==> src/rtl/ixu_pkg.sv <==
package ixu_pkg;
  typedef enum logic {
    ST_IDLE = 1'b0,
    ST_RUN  = 1'b1
  } ixu_state_e;
endpackage

==> src/rtl/ixu_ctrl.sv <==
module ixu_ctrl
  import ixu_pkg::*;
#(
  parameter int NELEM = 8,
  parameter int AW    = 16,
  parameter int LW    = 4
) (
  input  logic          clk,
  input  logic          rst_n,
  input  logic          start,
  input  logic          op_scatter,
  input  logic [AW-1:0] base_addr,
  input  logic [LW-1:0] vlen,
  input  logic [LW-1:0] iss_cnt,
  input  logic [LW-1:0] rsp_cnt,
  output logic          launch,
  output logic          busy,
  output logic          done,
  output logic          op_q,
  output logic [AW-1:0] base_q,
  output logic [LW-1:0] len_q
);
  ixu_state_e state;
  logic       complete;

  // Element count limited to the register length.
  function automatic logic [LW-1:0] clamp_len(input logic [LW-1:0] n);
    return (n > LW'(NELEM)) ? LW'(NELEM) : n;
  endfunction

  assign launch   = start && (state == ST_IDLE);
  assign busy     = (state == ST_RUN);
  assign complete = op_q ? (iss_cnt == len_q) : (rsp_cnt == len_q);

  always_ff @(posedge clk or negedge rst_n) begin
    if (!rst_n) begin
      state  <= ST_IDLE;
      done   <= 1'b0;
      op_q   <= 1'b0;
      base_q <= '0;
      len_q  <= '0;
    end else begin
      done <= 1'b0;
      unique case (state)
        ST_IDLE: if (start) begin
          op_q   <= op_scatter;
          base_q <= base_addr;
          len_q  <= clamp_len(vlen);
          state  <= ST_RUN;
        end
        ST_RUN: if (complete) begin
          state <= ST_IDLE;
          done  <= 1'b1;
        end
        default: state <= ST_IDLE;
      endcase
    end
  end
endmodule

==> src/rtl/ixu_issue.sv <==
module ixu_issue #(
  parameter int NELEM = 8,
  parameter int DW    = 32,
  parameter int IW    = 8,
  parameter int AW    = 16,
  parameter int LW    = 4
) (
  input  logic                clk,
  input  logic                rst_n,
  input  logic                launch,
  input  logic                busy,
  input  logic                op_q,
  input  logic [AW-1:0]       base_q,
  input  logic [LW-1:0]       len_q,
  input  logic [NELEM*IW-1:0] idx_vec,
  input  logic [NELEM*DW-1:0] wdata_vec,
  input  logic                req_ready,
  output logic                req_valid,
  output logic                req_write,
  output logic [AW-1:0]       req_addr,
  output logic [DW-1:0]       req_wdata,
  output logic                req_fire,
  output logic [LW-1:0]       iss_cnt
);
  localparam int SHIFT = $clog2(DW / 8);
  localparam int SW    = (NELEM > 1) ? $clog2(NELEM) : 1;

  logic [IW-1:0] idx_q [NELEM];
  logic [DW-1:0] dat_q [NELEM];
  logic [SW-1:0] sel;

  // Byte address of one element: base plus unsigned index scaled by element size.
  function automatic logic [AW-1:0] elem_addr(input logic [AW-1:0] b,
                                              input logic [IW-1:0] ix);
    return b + (AW'(ix) << SHIFT);
  endfunction

  for (genvar e = 0; e < NELEM; e++) begin : g_opnd
    always_ff @(posedge clk or negedge rst_n) begin
      if (!rst_n) begin
        idx_q[e] <= '0;
        dat_q[e] <= '0;
      end else if (launch) begin
        idx_q[e] <= idx_vec[e*IW +: IW];
        dat_q[e] <= wdata_vec[e*DW +: DW];
      end
    end
  end

  assign sel       = iss_cnt[SW-1:0];
  assign req_valid = busy && (iss_cnt < len_q);
  assign req_write = op_q;
  assign req_addr  = elem_addr(base_q, idx_q[sel]);
  assign req_wdata = dat_q[sel];
  assign req_fire  = req_valid && req_ready;

  always_ff @(posedge clk or negedge rst_n) begin
    if (!rst_n)        iss_cnt <= '0;
    else if (launch)   iss_cnt <= '0;
    else if (req_fire) iss_cnt <= iss_cnt + 1'b1;
  end
endmodule

==> src/rtl/ixu_collect.sv <==
module ixu_collect #(
  parameter int NELEM = 8,
  parameter int DW    = 32,
  parameter int LW    = 4
) (
  input  logic                clk,
  input  logic                rst_n,
  input  logic                launch,
  input  logic                busy,
  input  logic                op_q,
  input  logic [LW-1:0]       iss_cnt,
  input  logic                rsp_valid,
  input  logic [DW-1:0]       rsp_data,
  output logic                rsp_accept,
  output logic [LW-1:0]       rsp_cnt,
  output logic [NELEM*DW-1:0] dst_vec
);
  // A response counts only for a gather with a read still outstanding.
  assign rsp_accept = busy && !op_q && rsp_valid && (rsp_cnt < iss_cnt);

  always_ff @(posedge clk or negedge rst_n) begin
    if (!rst_n)          rsp_cnt <= '0;
    else if (launch)     rsp_cnt <= '0;
    else if (rsp_accept) rsp_cnt <= rsp_cnt + 1'b1;
  end

  for (genvar e = 0; e < NELEM; e++) begin : g_dst
    always_ff @(posedge clk or negedge rst_n) begin
      if (!rst_n)
        dst_vec[e*DW +: DW] <= '0;
      else if (rsp_accept && (rsp_cnt == LW'(e)))
        dst_vec[e*DW +: DW] <= rsp_data;
    end
  end
endmodule

==> src/rtl/idx_access_unit.sv <==
module idx_access_unit #(
  parameter int NELEM = 8,
  parameter int DW    = 32,
  parameter int IW    = 8,
  parameter int AW    = 16,
  localparam int LW   = $clog2(NELEM + 1)
) (
  input  logic                clk,
  input  logic                rst_n,
  input  logic                start,
  input  logic                op_scatter,
  input  logic [AW-1:0]       base_addr,
  input  logic [LW-1:0]       vlen,
  input  logic [NELEM*IW-1:0] idx_vec,
  input  logic [NELEM*DW-1:0] wdata_vec,
  output logic                req_valid,
  input  logic                req_ready,
  output logic                req_write,
  output logic [AW-1:0]       req_addr,
  output logic [DW-1:0]       req_wdata,
  input  logic                rsp_valid,
  input  logic [DW-1:0]       rsp_data,
  output logic                busy,
  output logic                done,
  output logic [NELEM*DW-1:0] dst_vec
);
  // Internal events brought out as named wires for the checker.
  logic          launch;
  logic          op_q;
  logic [AW-1:0] base_q;
  logic [LW-1:0] len_q;
  logic [LW-1:0] iss_cnt;
  logic [LW-1:0] rsp_cnt;
  logic          req_fire;
  logic          rsp_accept;

  ixu_ctrl #(.NELEM(NELEM), .AW(AW), .LW(LW)) u_ctrl (
    .clk(clk), .rst_n(rst_n), .start(start), .op_scatter(op_scatter),
    .base_addr(base_addr), .vlen(vlen), .iss_cnt(iss_cnt), .rsp_cnt(rsp_cnt),
    .launch(launch), .busy(busy), .done(done), .op_q(op_q),
    .base_q(base_q), .len_q(len_q)
  );

  ixu_issue #(.NELEM(NELEM), .DW(DW), .IW(IW), .AW(AW), .LW(LW)) u_issue (
    .clk(clk), .rst_n(rst_n), .launch(launch), .busy(busy), .op_q(op_q),
    .base_q(base_q), .len_q(len_q), .idx_vec(idx_vec), .wdata_vec(wdata_vec),
    .req_ready(req_ready), .req_valid(req_valid), .req_write(req_write),
    .req_addr(req_addr), .req_wdata(req_wdata), .req_fire(req_fire),
    .iss_cnt(iss_cnt)
  );

  ixu_collect #(.NELEM(NELEM), .DW(DW), .LW(LW)) u_collect (
    .clk(clk), .rst_n(rst_n), .launch(launch), .busy(busy), .op_q(op_q),
    .iss_cnt(iss_cnt), .rsp_valid(rsp_valid), .rsp_data(rsp_data),
    .rsp_accept(rsp_accept), .rsp_cnt(rsp_cnt), .dst_vec(dst_vec)
  );
endmodule

==> config.mk <==
export PLATFORM = sky130hd
export DESIGN_NAME = idx_access_unit
export DESIGN_NICKNAME = d
export VERILOG_FILES = /design/src/rtl/ixu_pkg.sv /design/src/rtl/ixu_ctrl.sv /design/src/rtl/ixu_issue.sv /design/src/rtl/ixu_collect.sv /design/src/rtl/idx_access_unit.sv
export SDC_FILE = /design/constraint.sdc
export NUM_CORES = 1
export LEC_CHECK = 0
export BUFFER_PORTS_ARGS = -buffer_cell sky130_fd_sc_hd__buf_2
export CELL_PAD_IN_SITES_DETAIL_PLACEMENT = 0
export CELL_PAD_IN_SITES_GLOBAL_PLACEMENT = 1
export CORE_AREA = 2 2 267 269
export DETAILED_ROUTE_END_ITERATION = 16
export DIE_AREA = 0 0 269 271
export MAX_ROUTING_LAYER = met4
export PLACE_DENSITY_LB_ADDON = 0.05
export RECOVER_POWER = 50
export SLEW_MARGIN = 30
export SYNTH_ARGS = -nofsm -noshare
export SYNTH_HDL_FRONTEND = slang
export SYNTH_SLANG_ARGS = --single-unit
==> constraint.sdc <==
create_clock -name clk -period 8.85 [get_ports clk]
set_input_delay 2.655 -clock clk [delete_from_list [all_inputs] [get_ports clk]]
set_output_delay 2.655 -clock clk [all_outputs]
set_load 0.02 [all_outputs]
==> reports/qor.yml, run 1 <==
fin_crit_sh_pct: 82.6
fin_util_pct: 46.4
status: "finished with violations"
io_buffers: 685
gr-total-overflow: 0
hold_path_class: "reg2reg"
vias: 19363
syn_nets: 2744
cts_setup_buffers: 0
fin_setup_tns_ns: 0
post_cts_resized: 0
async_reset_ff_share_pct: 100
rsz0062_at_grt: "false"
fill_cells: 6741
cts.clk_slew.worst_paths_ns: 0.06
place_area_um2: 30000
synthCells: 2345
grt_pass1_vias: 19986
power_density_nw_per_um2: 361
holdWs_ns: 0.470
ys_ff_latch: 607
fp.dieH_um: 271
rows: 97
die_x_um: 269
layout-drive-gt1-share_pct: 30.7
ant_nets: 0
cts_buffers: 71
cts_sinks: 607
fin_area_um2: 32400
grt_pass1_wl_mm: 131
dieArea_um2: 72900
root_buffer: "clkbuf_16"
synth_area_leader_cell: "dfrtp_1"
critPathLaunchType: "flip-flop"
crit_type: "reg2out"
syn_to_final_growth_pct: 26.2
crit_fanout: 33
floorplan.initialDensity_pct: 36.8
htree_levels: 3
wl_mm: 88.1
dp.cells: 3862
grt_max_degree: 188
wl_per_cell_um: 21.8
top_level_ports: 686
worstSkewPairLatency_ns: 0.61
finalNonFillerCells: 4034
critPathCaptureType: "output pin"
antenna_found_initial: 44
synthDistinctLibCells: 41
critPathRequiredTime_ns: 6.20
hpwl_mm: 62.1
finalHoldViolations: 0
drtIter0Drc: 1296
min_period_ns: 7.31
leakagePower_nw: 17.6
synth_edf_count: 0
fin_nets: 3394
synth_common_cells: "nand2_1 (1142), dfrtp_1 (607), mux2_1 (150)"
cp.arrival_ns: 4.66
clk_path_buf_depth: 3
maxSlewViolCount: 437
drc: 0
ys_top_cells_by_area: "dfrtp_1 (59%), nand2_1 (17%), mux4_2 (7.0%), mux2_1 (6.6%), mux2_2 (4.6%)"
ys_warn_count: 0
max_clock_freq_mhz: 137
track_usage_pct: 24.7
core_um2: 69800
via_per_inst: 4.80
cap_violations: 5
cts_hold_buffers: 0
relSlewSlack_pct: -234
gp_congestion: 0.858
multi_input_area_um2: 9920
violations: "max-capacitance violations, max-slew violations"
netlist.area_leader.share_pct: 59.1
syn-cell-area_um2: 25700
dr.pass1.iters: 5
regArea_um2: 15200
ir_drop_mv: 0.137
synth_most_common_cell: "nand2_1"
fin_worst_skew_ns: 0.0235
syn_area_per_cell_um2: 11.0
setup_viol: 0
yosysSeqAreaShare_pct: 59.1
synth-main-ff-cell: "dfrtp_1"
cts_tree: "built"
worst_pin_slew_ns: 5.02
[worst max-delay path, cell delays in order, from the launching register on]
cell and delay (ns):
dfrtp_1 1.54, mux4_2 0.48, nand2_1 0.16, nand2_1 0.09, ha_1 0.35, o211ai_1 0.11
o21ai_0 0.43, a31oi_1 0.27, nor3_1 0.26, xor2_1 0.17, buf_2 0.18
[per-layer routing]
metal / global-route usage, % / part of all wire, % / vias up
met3: 6.21 / 6.9 / 99
met4: 7.43 / 2.1 / 0
li1: - / - / 9006
met5: - / 0 / -
met1: 31.8 / 43 / 9703
met2: 38.3 / 48 / 555
[path summary, 6_finish.rpt]
path | startpoint | end | slack (ns) | depth (start not counted)
min in group asynchronous | rst_n | u_collect.dst_vec[1] | 4.11 | 1
worst min-delay path | u_issue.dat_q[128] | u_issue.dat_q[128] | 0.47 | 2
worst max-delay path | u_issue.iss_cnt[1] | req_addr[15] | 1.54 | 10
max in group asynchronous | rst_n | u_collect.dst_vec[152] | 1.92 | 1
worst max register to register | u_ctrl.busy | u_issue.dat_q[67] | 3.36 | 5
worst min register to register | u_issue.dat_q[128] | u_issue.dat_q[128] | 0.47 | 2
[metrics by stage]
step	setup slack (ns)	power, mW
after CTS	1.99	11.8
after floorplan	3.08	7.14
after global placement	2.78	8.65
final	1.54	11.7
after global routing	1.05	12.4
after detailed placement	2.68	8.73
[cell type report]
cell class	instances	area share, %
clock buffers	97	6.28
diodes	42	0.324
inverters	14	0.162
repair buffers	708	10.9
well taps	940	3.63
clock inverters	33	1.15
flip-flops and latches	607	46.9
multi-input cells	1593	30.6
[power breakdown]
part / total [mW] / internal, mW / switching [mW]
Sequential: 4.43 / 3.78 / 0.653
Combinational: 4.24 / 1.70 / 2.54
Clock: 3.01 / 1.80 / 1.21
Total: 11.7 / 7.29 / 4.40
[state kept, by name, indices dropped and copies added, names as in the netlist]
register	flops
u_issue.idx_q	64
u_ctrl.busy	1
u_issue.dat_q	256
u_collect.rsp_cnt	4
u_ctrl.op_q	1
u_ctrl.base_q	16
u_ctrl.len_q	4
u_ctrl.done	1
u_issue.iss_cnt	4
u_collect.dst_vec	256
[placed cells by master, fill, tap and decap left out, types with 4 or more instances in the layout]
cell / n
xnor2_1: 14
a21o_1: 4
clkinv_2: 19
a21oi_1: 4
mux4_2: 80
ha_1: 20
nand3_2: 7
mux2_1: 150
diode_2: 42
o21ai_0: 8
bufinv_16: 6
xor2_1: 4
clkbuf_16: 72
nand2_1: 1142
buf_2: 598
clkbuf_1: 98
buf_4: 16
nor2_1: 10
mux2i_1: 5
nor2b_1: 4
clkbuf_8: 14
dfrtp_1: 605
mux2_2: 106
inv_1: 13
[logic make-up after synthesis]
logic type,count (synthesis),synth area share [%]
AO/OA/AOI/OAI,29,0.760
XOR/XNOR,18,0.614
adder cells (fa/ha/maj),21,1.05
buffers and inverters,145,2.28
flip-flops,607,59.1
multiplexers,341,18.4
AND/OR/NAND/NOR,1184,17.7
(Power assumes the default switching activity.)
==> run 2: changes to the inputs <==
Settings changed: CORE_AREA 2 2 267 269 to unset, CORE_ASPECT_RATIO set to 2, CORE_MARGIN set to 2, CORE_UTILIZATION set to 37, DIE_AREA 0 0 269 271 to unset.
Clock period 8.85 ns to 6.7 ns, I/O delays scaled along.
==> run 2 against run 1 <==
Net effect:
- the flow still finishes with violations (max-capacitance violations, max-slew violations)
- combinational power rose by 36%
- global-route usage grew 1.4 points
- first-iteration DRC count is 28% lower
- sequential power grew 31%
- wire length rose by 3.4%
- final cell count down 1.5%
- count of clock-buffer cells in the layout is 16 lower
==> reports/qor.yml, run 2 (synthesis results as in run 1) <==
status: "finished with violations"
violations: "max-capacitance violations, max-slew violations"
crit_slowest_cell: "dfrtp_4"
path_cells: "buf_4 -> mux4_2 -> nand2_1 -> nand2_1 -> ha_1 -> a211oi_1 -> nor3b_1 -> a31oi_1 -> nor3_1 -> xor2_1 -> buf_2"
gr-max-usage-layer: "met2"
holdPathStages: 2
root_buffer: "clkbuf_16"
critPathLaunchType: "flip-flop"
final_common_cell: "nand2_1"
gp_congestion: 0.842
min_period_ns: 6.25
use_met2_pct: 46.1
core_um2: 68700
cts_sinks: 607
ir_drop_mv: 0.229
grt_max_degree: 146
critPathRequiredTime_ns: 4.69
grt_pass1_vias: 20561
io_buffers: 685
finalNonFillerCells: 3973
syn_to_final_growth_pct: 24.3
cp_common_cell: "nand2_1"
cts_setup_buffers: 0
worst-r2r-cell-count: 4
rr_endpoint: "u_issue.idx_q[43]"
r2r_setup_slack_ns: 2.43
htree_levels: 2
die_x_um: 190
vias: 19253
grt_pass1_wl_mm: 134
worstSkewPairLatency_ns: 0.62
finalHoldViolations: 0
max_clock_freq_mhz: 160
cts_hold_buffers: 0
p_total_mw: 14.9
layout_common_cells: "nand2_1 (1142), buf_2 (683), dfrtp_1 (604)"
post_cts_resized: 0
ant_nets: 0
rows: 136
use_met3_pct: 8.85
crit_buf_inv: 2
clk_path_buf_depth: 3
gr-total-overflow: 0
wl_mm: 91.1
fp.dieH_um: 377
cts_buffers: 55
crit_fanout: 31
antenna_found_initial: 58
preCtsSetupSlack_ns: 0.908
min_to: "u_issue.dat_q[47]"
fin_worst_skew_ns: 0.0207
relSlewSlack_pct: -74.5
wl_per_cell_um: 22.9
reg2reg_from: "u_ctrl.busy"
power_density_nw_per_um2: 467
rsz0062_at_grt: "false"
hpwl_mm: 69.1
floorplan.initialDensity_pct: 37.4
setup_slack_ns: 0.455
crit_family: "buffers and inverters"
leakagePower_nw: 17.7
hold_path_class: "reg2reg"
cts_tree: "built"
dr.pass1.iters: 5
slowest_delay_ns: 0.75
top_level_ports: 686
drtIter0Drc: 935
top_regs: "u_collect.dst_vec: 256 flops, u_issue.dat_q: 256 flops, u_issue.idx_q: 64 flops"
track_usage_pct: 26.0
dieArea_um2: 71700
cap_violations: 11
fin_nets: 3383
via_per_inst: 4.85
dp.cells: 3824
cp.arrival_ns: 4.24
setup_viol: 0
worst_pin_slew_ns: 2.62
fin_setup_tns_ns: 0
fin_crit_sh_pct: 93.2
critPathCaptureType: "output pin"
crit_type: "reg2out"
drc: 0
layout-drive-gt1-share_pct: 32.7
cts.clk_slew.worst_paths_ns: 0.07
met1_usage_pct: 25.8
maxSlewViolCount: 963
min_from: "u_issue.dat_q[47]"
## run 2: changes by cell type in the layout (fill, tap and decap cells not counted), moves of 3 or more
cell       delta
buf_2        +85
clkbuf_1     -77
clkbuf_16    -15
clkinv_2     -10
diode_2       +7
clkbuf_8      -6
clkbuf_2      +5
buf_4         -3
## run 2: worst max-delay path by stage
| stage | to | cells past startpoint | start |
|---|---|---|---|
| after floorplan | req_addr[15] | 11 | u_issue.iss_cnt[0] |
| after global placement | req_addr[15] | 11 | u_issue.iss_cnt[0] |
| after detailed placement | req_addr[15] | 11 | u_issue.iss_cnt[0] |
| after CTS | req_addr[15] | 11 | u_issue.iss_cnt[0] |
| after global routing | req_addr[15] | 11 | u_issue.iss_cnt[0] |
| final | req_addr[15] | 11 | u_issue.iss_cnt[0] |
## run 2: stage by stage
step                instance area [µm²]  utilization, %  hold slack, ns
floorplan                         25700               -           0.440
global placement                  30000            43.7           0.453
detailed placement                30100            43.8           0.458
CTS                               31900            46.5           0.473
global route                      31900            46.4           0.485
finish                            31900            46.4           0.467
## run 2: per-layer routing
layer  share of wire [%]  wire length, µm  vias up
li1                    -                -     8969
met1                  34            31000     9470
met2                  52            47800      679
met3                 8.9             8080      135
met4                 4.7             4250        0
met5                   0                0        -
## run 2: final cells by class
cell class | count | area, µm²
fill | 6641 | 36800
sequential | 607 | 15200
multi-input combinational | 1593 | 9920
timing repair buffer | 713 | 3660
clock buffer | 81 | 1600
tap | 897 | 1120
clock inverter | 19 | 258
antenna | 49 | 123
inverter | 14 | 52.6
## run 2: power by group
| part | total [mW] | switching (mW) | internal (mW) |
|---|---|---|---|
| sequential | 5.82 | 0.829 | 4.99 |
| combinational | 5.78 | 3.52 | 2.26 |
| clock | 3.32 | 1.44 | 1.88 |
| total | 14.9 | 5.79 | 9.13 |
## run 2: tightest hold or removal path, stage by stage, from the launching register on
cell	delay, ns
dfrtp_1	0.33
nand2_1	0.05
nand2_1	0.05
